`config.mk`:
```
export PLATFORM = sky130hd
export DESIGN_NAME = cmpc_top
export DESIGN_NICKNAME = d
export VERILOG_FILES = /design/src/rtl/cmpc_pkg.sv /design/src/rtl/cmpc_align.sv /design/src/rtl/cmpc_flags.sv /design/src/rtl/cmpc_cond.sv /design/src/rtl/cmpc_top.sv
export SDC_FILE = /design/constraint.sdc
export NUM_CORES = 1
export LEC_CHECK = 0
export BUFFER_PORTS_ARGS = -buffer_cell sky130_fd_sc_hd__buf_2
export CORE_MARGIN = 4
export CORE_UTILIZATION = 40
export DETAILED_ROUTE_END_ITERATION = 8
export PLACE_DENSITY = 0.76
export SETUP_SLACK_MARGIN = 0.05
export SKIP_LAST_GASP = 1
export SLEW_MARGIN = 25
export SYNTH_ARGS = -nofsm -noshare
export SYNTH_HDL_FRONTEND = slang
export SYNTH_SLANG_ARGS = --single-unit
```
`constraint.sdc`:
```
create_clock -name clk -period 7.7 [get_ports clk]
set_input_delay 1.155 -clock clk [delete_from_list [all_inputs] [get_ports clk]]
set_output_delay 1.155 -clock clk [all_outputs]
set_load 0.02 [all_outputs]
```
`src/rtl/cmpc_pkg.sv`:
```
package cmpc_pkg;
  localparam int FLAG_N   = 0;
  localparam int FLAG_Z   = 1;
  localparam int FLAG_C   = 2;
  localparam int FLAG_V   = 3;
  localparam int FLAG_E   = 4;
  localparam int FLAG_G   = 5;
  localparam int FLAG_L   = 6;
  localparam int NUM_FLAGS = 7;
  localparam int NUM_LENS  = 4;

  typedef enum logic [1:0] {
    LEN_FULL = 2'b00,
    LEN_HALF = 2'b01,
    LEN_QTR  = 2'b10,
    LEN_BYTE = 2'b11
  } len_code_e;
endpackage

```
`src/rtl/cmpc_align.sv`:
```
module cmpc_align #(
  parameter int DATA_W = 64
) (
  input  logic [1:0]        len,
  input  logic [DATA_W-1:0] lhs,
  input  logic [DATA_W-1:0] rhs,
  output logic [DATA_W-1:0] lhs_al,
  output logic [DATA_W-1:0] rhs_al
);
  import cmpc_pkg::*;

  logic [DATA_W-1:0] cand_l [NUM_LENS];
  logic [DATA_W-1:0] cand_r [NUM_LENS];

  // Each width variant moves its operand slice to the top of the word so
  // that the sign bit and the borrow sit at fixed positions.
  for (genvar g = 0; g < NUM_LENS; g++) begin : g_len
    localparam int SH = DATA_W - (DATA_W >> g);
    assign cand_l[g] = lhs << SH;
    assign cand_r[g] = rhs << SH;
  end

  assign lhs_al = cand_l[len];
  assign rhs_al = cand_r[len];
endmodule

```
`src/rtl/cmpc_flags.sv`:
```
module cmpc_flags #(
  parameter int DATA_W = 64
) (
  input  logic [DATA_W-1:0]          a_al,
  input  logic [DATA_W-1:0]          b_al,
  input  logic                       sgn,
  output logic [cmpc_pkg::NUM_FLAGS-1:0] flags
);
  import cmpc_pkg::*;

  logic [DATA_W:0]   diff;
  logic [DATA_W-1:0] res;
  logic n, z, c, v, gt, lt;

  always_comb begin
    diff = {1'b0, a_al} - {1'b0, b_al};
    res  = diff[DATA_W-1:0];
    n    = res[DATA_W-1];
    z    = (res == '0);
    c    = ~diff[DATA_W];
    v    = (a_al[DATA_W-1] != b_al[DATA_W-1]) && (res[DATA_W-1] != a_al[DATA_W-1]);
    if (sgn) begin
      lt = (n != v);
      gt = (n == v) && !z;
    end else begin
      lt = !c;
      gt = c && !z;
    end
    flags         = '0;
    flags[FLAG_N] = n;
    flags[FLAG_Z] = z;
    flags[FLAG_C] = c;
    flags[FLAG_V] = v;
    flags[FLAG_E] = z;
    flags[FLAG_G] = gt;
    flags[FLAG_L] = lt;
  end
endmodule

```
`src/rtl/cmpc_cond.sv`:
```
module cmpc_cond #(
  parameter int FLAG_W = 7
) (
  input  logic [FLAG_W-1:0] flags,
  input  logic [FLAG_W:0]   cond,
  output logic              taken
);
  logic any_hit;
  assign any_hit = |(cond[FLAG_W-1:0] & flags);
  assign taken   = any_hit ^ cond[FLAG_W];
endmodule

```
`src/rtl/cmpc_top.sv`:
```
module cmpc_top #(
  parameter int DATA_W = 64
) (
  input  logic              clk,
  input  logic              rst,
  input  logic              cmp_valid,
  input  logic [1:0]        cmp_len,
  input  logic              cmp_signed,
  input  logic [DATA_W-1:0] cmp_lhs,
  input  logic [DATA_W-1:0] cmp_rhs,
  input  logic [6:0]        cond_flags,
  input  logic [7:0]        cond_byte,
  output logic [DATA_W-1:0] status_word,
  output logic              status_valid,
  output logic              cond_taken
);
  import cmpc_pkg::*;

  localparam int FW = NUM_FLAGS;

  logic [DATA_W-1:0] lhs_al, rhs_al;
  logic [FW-1:0]     flags_nx;
  logic [FW-1:0]     flags_q;
  logic              taken_nx;

  cmpc_align #(.DATA_W(DATA_W)) u_align (
    .len(cmp_len), .lhs(cmp_lhs), .rhs(cmp_rhs),
    .lhs_al(lhs_al), .rhs_al(rhs_al)
  );

  cmpc_flags #(.DATA_W(DATA_W)) u_flags (
    .a_al(lhs_al), .b_al(rhs_al), .sgn(cmp_signed), .flags(flags_nx)
  );

  cmpc_cond #(.FLAG_W(FW)) u_cond (
    .flags(cond_flags), .cond(cond_byte), .taken(taken_nx)
  );

  always_ff @(posedge clk) begin
    if (rst) begin
      flags_q      <= '0;
      status_valid <= 1'b0;
      cond_taken   <= 1'b0;
    end else begin
      if (cmp_valid) flags_q <= flags_nx;
      status_valid <= cmp_valid;
      cond_taken   <= taken_nx;
    end
  end

  assign status_word = {{(DATA_W-FW){1'b0}}, flags_q};

  // a strobe produces valid status, and without one the word holds
  p_valid_r2: assert property (@(posedge clk) disable iff (rst)
    cmp_valid |=> status_valid);
  p_hold_r2: assert property (@(posedge clk) disable iff (rst)
    !cmp_valid |=> $stable(status_word));

  // equal low bytes compare equal at byte width whatever lies above
  p_narrow_eq_r3: assert property (@(posedge clk) disable iff (rst)
    (cmp_valid && cmp_len == LEN_BYTE && cmp_lhs[7:0] == cmp_rhs[7:0])
    |=> status_word[FLAG_E]);

  // full-width unsigned less-than borrows and sets L
  p_borrow_r4: assert property (@(posedge clk) disable iff (rst)
    (cmp_valid && !cmp_signed && cmp_len == LEN_FULL && cmp_lhs < cmp_rhs)
    |=> (status_word[FLAG_L] && !status_word[FLAG_C]));

  // the ordering flags are mutually exclusive
  p_order_excl_r5: assert property (@(posedge clk) disable iff (rst)
    status_valid |-> $countones(status_word[FLAG_L:FLAG_E]) <= 1);

  // full-width signed less-than sets L
  p_signed_lt_r6: assert property (@(posedge clk) disable iff (rst)
    (cmp_valid && cmp_signed && cmp_len == LEN_FULL &&
     $signed(cmp_lhs) < $signed(cmp_rhs)) |=> status_word[FLAG_L]);

  // the two degenerate condition bytes
  p_never_r7: assert property (@(posedge clk) disable iff (rst)
    (cond_byte == 8'h00) |=> !cond_taken);
  p_always_r7: assert property (@(posedge clk) disable iff (rst)
    (cond_byte == 8'h80) |=> cond_taken);

  // not (greater or equal) is taken when neither G nor E is set
  p_not_ge_r8: assert property (@(posedge clk) disable iff (rst)
    (cond_byte == 8'hB0 && cond_flags[FLAG_G] == 1'b0 && cond_flags[FLAG_E] == 1'b0)
    |=> cond_taken);
endmodule

```
==> impl_metrics.json <==
{
  "routabilityCongestion": 1.120,
  "io_pins": 215,
  "overflow": 0,
  "layout_min_cycle_time_ns": 7.334,
  "drc_errors": 0,
  "routedWlPerCell_um": 22.98,
  "finalSetupViolCount": 0,
  "tightest_slew_ns": 0.6950,
  "insertedDiodeCount": 0,
  "seqCellArea_um2": 160.2,
  "die_y_um": 139.4,
  "skew_ns": 0,
  "final_util_pct": 46.67,
  "cts_tree": "built",
  "hold_path_class": "flip-flop to flip-flop",
  "grt_usage_pct": 30.09,
  "syn_to_final_growth_pct": 13.28,
  "max_stage_delay_ns": 0.44,
  "clkLatencyLatePin_ns": 0.23,
  "synth_cell_types": 82,
  "grt_antenna_before_repair": 0,
  "cts_buffers": 3,
  "swShare_pct": 56.40,
  "arrival_ns": 7.43,
  "synth-seq-cells": 8,
  "final_antenna_net_count": 0,
  "drt_iter0_markers": 1150,
  "die_area_mm2": 0.01943,
  "status": "finished clean",
  "worstSetupEndpointType": "flip-flop",
  "cts_root_buf": "clkbuf_16",
  "synth_top_area_share_pct": 11.60,
  "cp-start-kind": "primary input",
  "max-slew-margin-rel_pct": 53.18,
  "stdcell_area_mm2": 0.007823,
  "min_from": "flags_q[2]",
  "portBuffers": 157,
  "power.switching_mw": 0.5462,
  "synth_most_common_cell": "nand2_1",
  "fin_nets": 1356,
  "viasPerCell": 6.431,
  "hpwlAfterDp_um": 26410,
  "crit_slowest_cell": "ha_1",
  "setup_tns_ns": 0,
  "dr_total_vias": 8740,
  "avgSynthCellArea_um2": 6.777,
  "hold_violations": 0,
  "syn_area_mm2": 0.006905,
  "crit_type": "primary input to flip-flop",
  "holdWs_ns": 0.4843,
  "ctsHtreeMaxLevel": 1,
  "p_per_area_mw_per_mm2": 123.8,
  "cp_num_buf_inv": 4,
  "r2r-start": "flags_q[5]",
  "yosys-top-cells-count": "nand2_1, a21oi_1, nor2_1",
  "synth-edff-count": 0,
  "power.internal_mw": 0.4223,
  "drtPass1Iterations": 8,
  "synthCells": 1019,
  "synth_top_area_cell": "ha_1",
  "grt_pass1_wl_um": 46460,
  "cts_hold_buf": 0,
  "place_area_mm2": 0.007704,
  "critPathRequiredTime_ns": 7.79,
  "row_count": 47,
  "drv_cap": 0,
  "ys_warn_count": 0,
  "core_area_mm2": 0.01676,
  "crit_family": "compound AO/OA/AOI/OAI gates",
  "yosys_most_used_dff": "dfxtp_1",
  "fmax_ghz": 0.1364,
  "cts_sinks": 8,
  "drv_slew": 0,
  "synth.area.top_cells": "ha_1, mux2i_1, nand2_1",
  "crit_start": "cmp_len[1]",
  "grt_max_degree": 47,
  "grt_pass1_vias": 8103,
  "period_share_pct": 95.24,
  "multi_input_area_mm2": 0.006252,
  "cp_max_fo": 46,
  "die_w_um": 139.4,
  "p_leak_nw": 3.691,
  "async_flop_share_pct": 0,
  "combPwrFrac_pct": 86.0,
  "path_clk_slew_ns": 0.04,
  "start_util_pct": 41.20,
  "n_fill_cell": 1762,
  "cp_common_cell": "nand2_1",
  "drive_above_1_share_pct": 20.54,
  "p_clk_share_pct": 9.1,
  "power.share.sequential_pct": 4.9,
  "ir_drop_v": 0.0001152,
  "wl_um": 31240,
  "clock_path_buffers": 2,
  "synth_seq_area_share_pct": 2.319
}
kinds of logic (layout without fill, tap and decap cells):
| kind of cell | Yosys count | in the layout | synth area share [%] |
|---|---|---|---|
| fa+ha+maj | 66 | 66 | 12.18 |
| compound gates | 314 | 314 | 29.86 |
| buf+inv | 137 | 200 | 10.76 |
| simple gates | 390 | 391 | 27.52 |
| flops | 8 | 8 | 2.319 |
| mux | 72 | 72 | 13.37 |
| other cells | 1 | 57 | 0.05431 |
| xor+xnor | 31 | 31 | 3.932 |
cell type report:
| class | count | share of cell area [%] |
|---|---|---|
| Timing Repair Buffer | 175 | 12.49 |
| Inverter | 22 | 1.056 |
| Sequential cell | 8 | 2.047 |
| Multi-Input combinational cell | 931 | 79.93 |
| Clock buffer | 3 | 0.9597 |
| Tap cell | 220 | 3.519 |
metrics by stage:
| step | power (mW) | setup slack, ns | instances |
|---|---|---|---|
| floorplan | 0.6224 | 0.1966 | 1075 |
| global placement | 0.8321 | 0.3712 | 1354 |
| detailed placement | 0.8373 | -0.04140 | 1354 |
| CTS | 0.9303 | 0.1696 | 1357 |
| global route | 1.029 | -0.02890 | 1359 |
| finish | 0.9685 | 0.3665 | 1359 |
layer usage:
metal  up-vias  global-route usage (%)  routed length, um
met5         -                       0                  0
met4         0                   15.96               2165
met3       147                   6.690               4045
met2       711                   47.43              13380
met1      3973                   38.31              11640
li1       3909                       -                  -
state kept, by name (all words and copies together) (netlist names):
| signal | count |
|---|---|
| cond_taken | 1 |
| flags_q | 6 |
| status_valid | 1 |
path summary, 6_finish.rpt:
| kind | to | slack, ns | cells past startpoint |
|---|---|---|---|
| worst max register to register | flags_q[5] | 6.70 | 3 |
| worst max-delay path | flags_q[5] | 0.37 | 27 |
| worst min-delay path | flags_q[2] | 0.48 | 2 |
| worst min register to register | flags_q[2] | 0.48 | 2 |
layout by cell type (no fill, tap or decap), types with 14 or more instances in the layout:
master    netlist  layout
xnor2_1        20      20
or2_2          18      18
o21ai_0        56      56
ha_1           64      64
conb_1          1      57
o21a_1         14      14
nand4_1        31      31
a21oi_1        96      96
buf_2           3     156
mux2i_1        54      54
nor3_1         22      22
buf_4          58      14
and2_1         35      35
nand2_1       130     130
nor2_1         84      83
a211oi_1       17      17
mux4_2         16      16
inv_1          22      22
a21o_1         26      26
power groups by stage:
stage / registers, mW / logic [mW] / clock network [mW]
after detailed placement: 0.0482 / 0.789 / 0
final: 0.0475 / 0.833 / 0.0884
after global placement: 0.0481 / 0.784 / 0
after global routing: 0.0478 / 0.890 / 0.0912
after floorplan: 0.0527 / 0.570 / 0
after CTS: 0.0475 / 0.794 / 0.0884
repair_timing:
| item | CTS | global route |
|---|---|---|
| endpoints found under the setup margin | 0 | 2 |
| setup buffers | 0 | 1 |
| resized for setup | 0 | 7 |
tightest hold or removal path, delay by kind of cell, from the launching register on:
kind | cells | cell delay [ns]
flip-flops | 1 | 0.30
AO/OA/AOI/OAI | 1 | 0.05
AND/OR/NAND/NOR | 1 | 0.08
(Power assumes the default switching activity.)
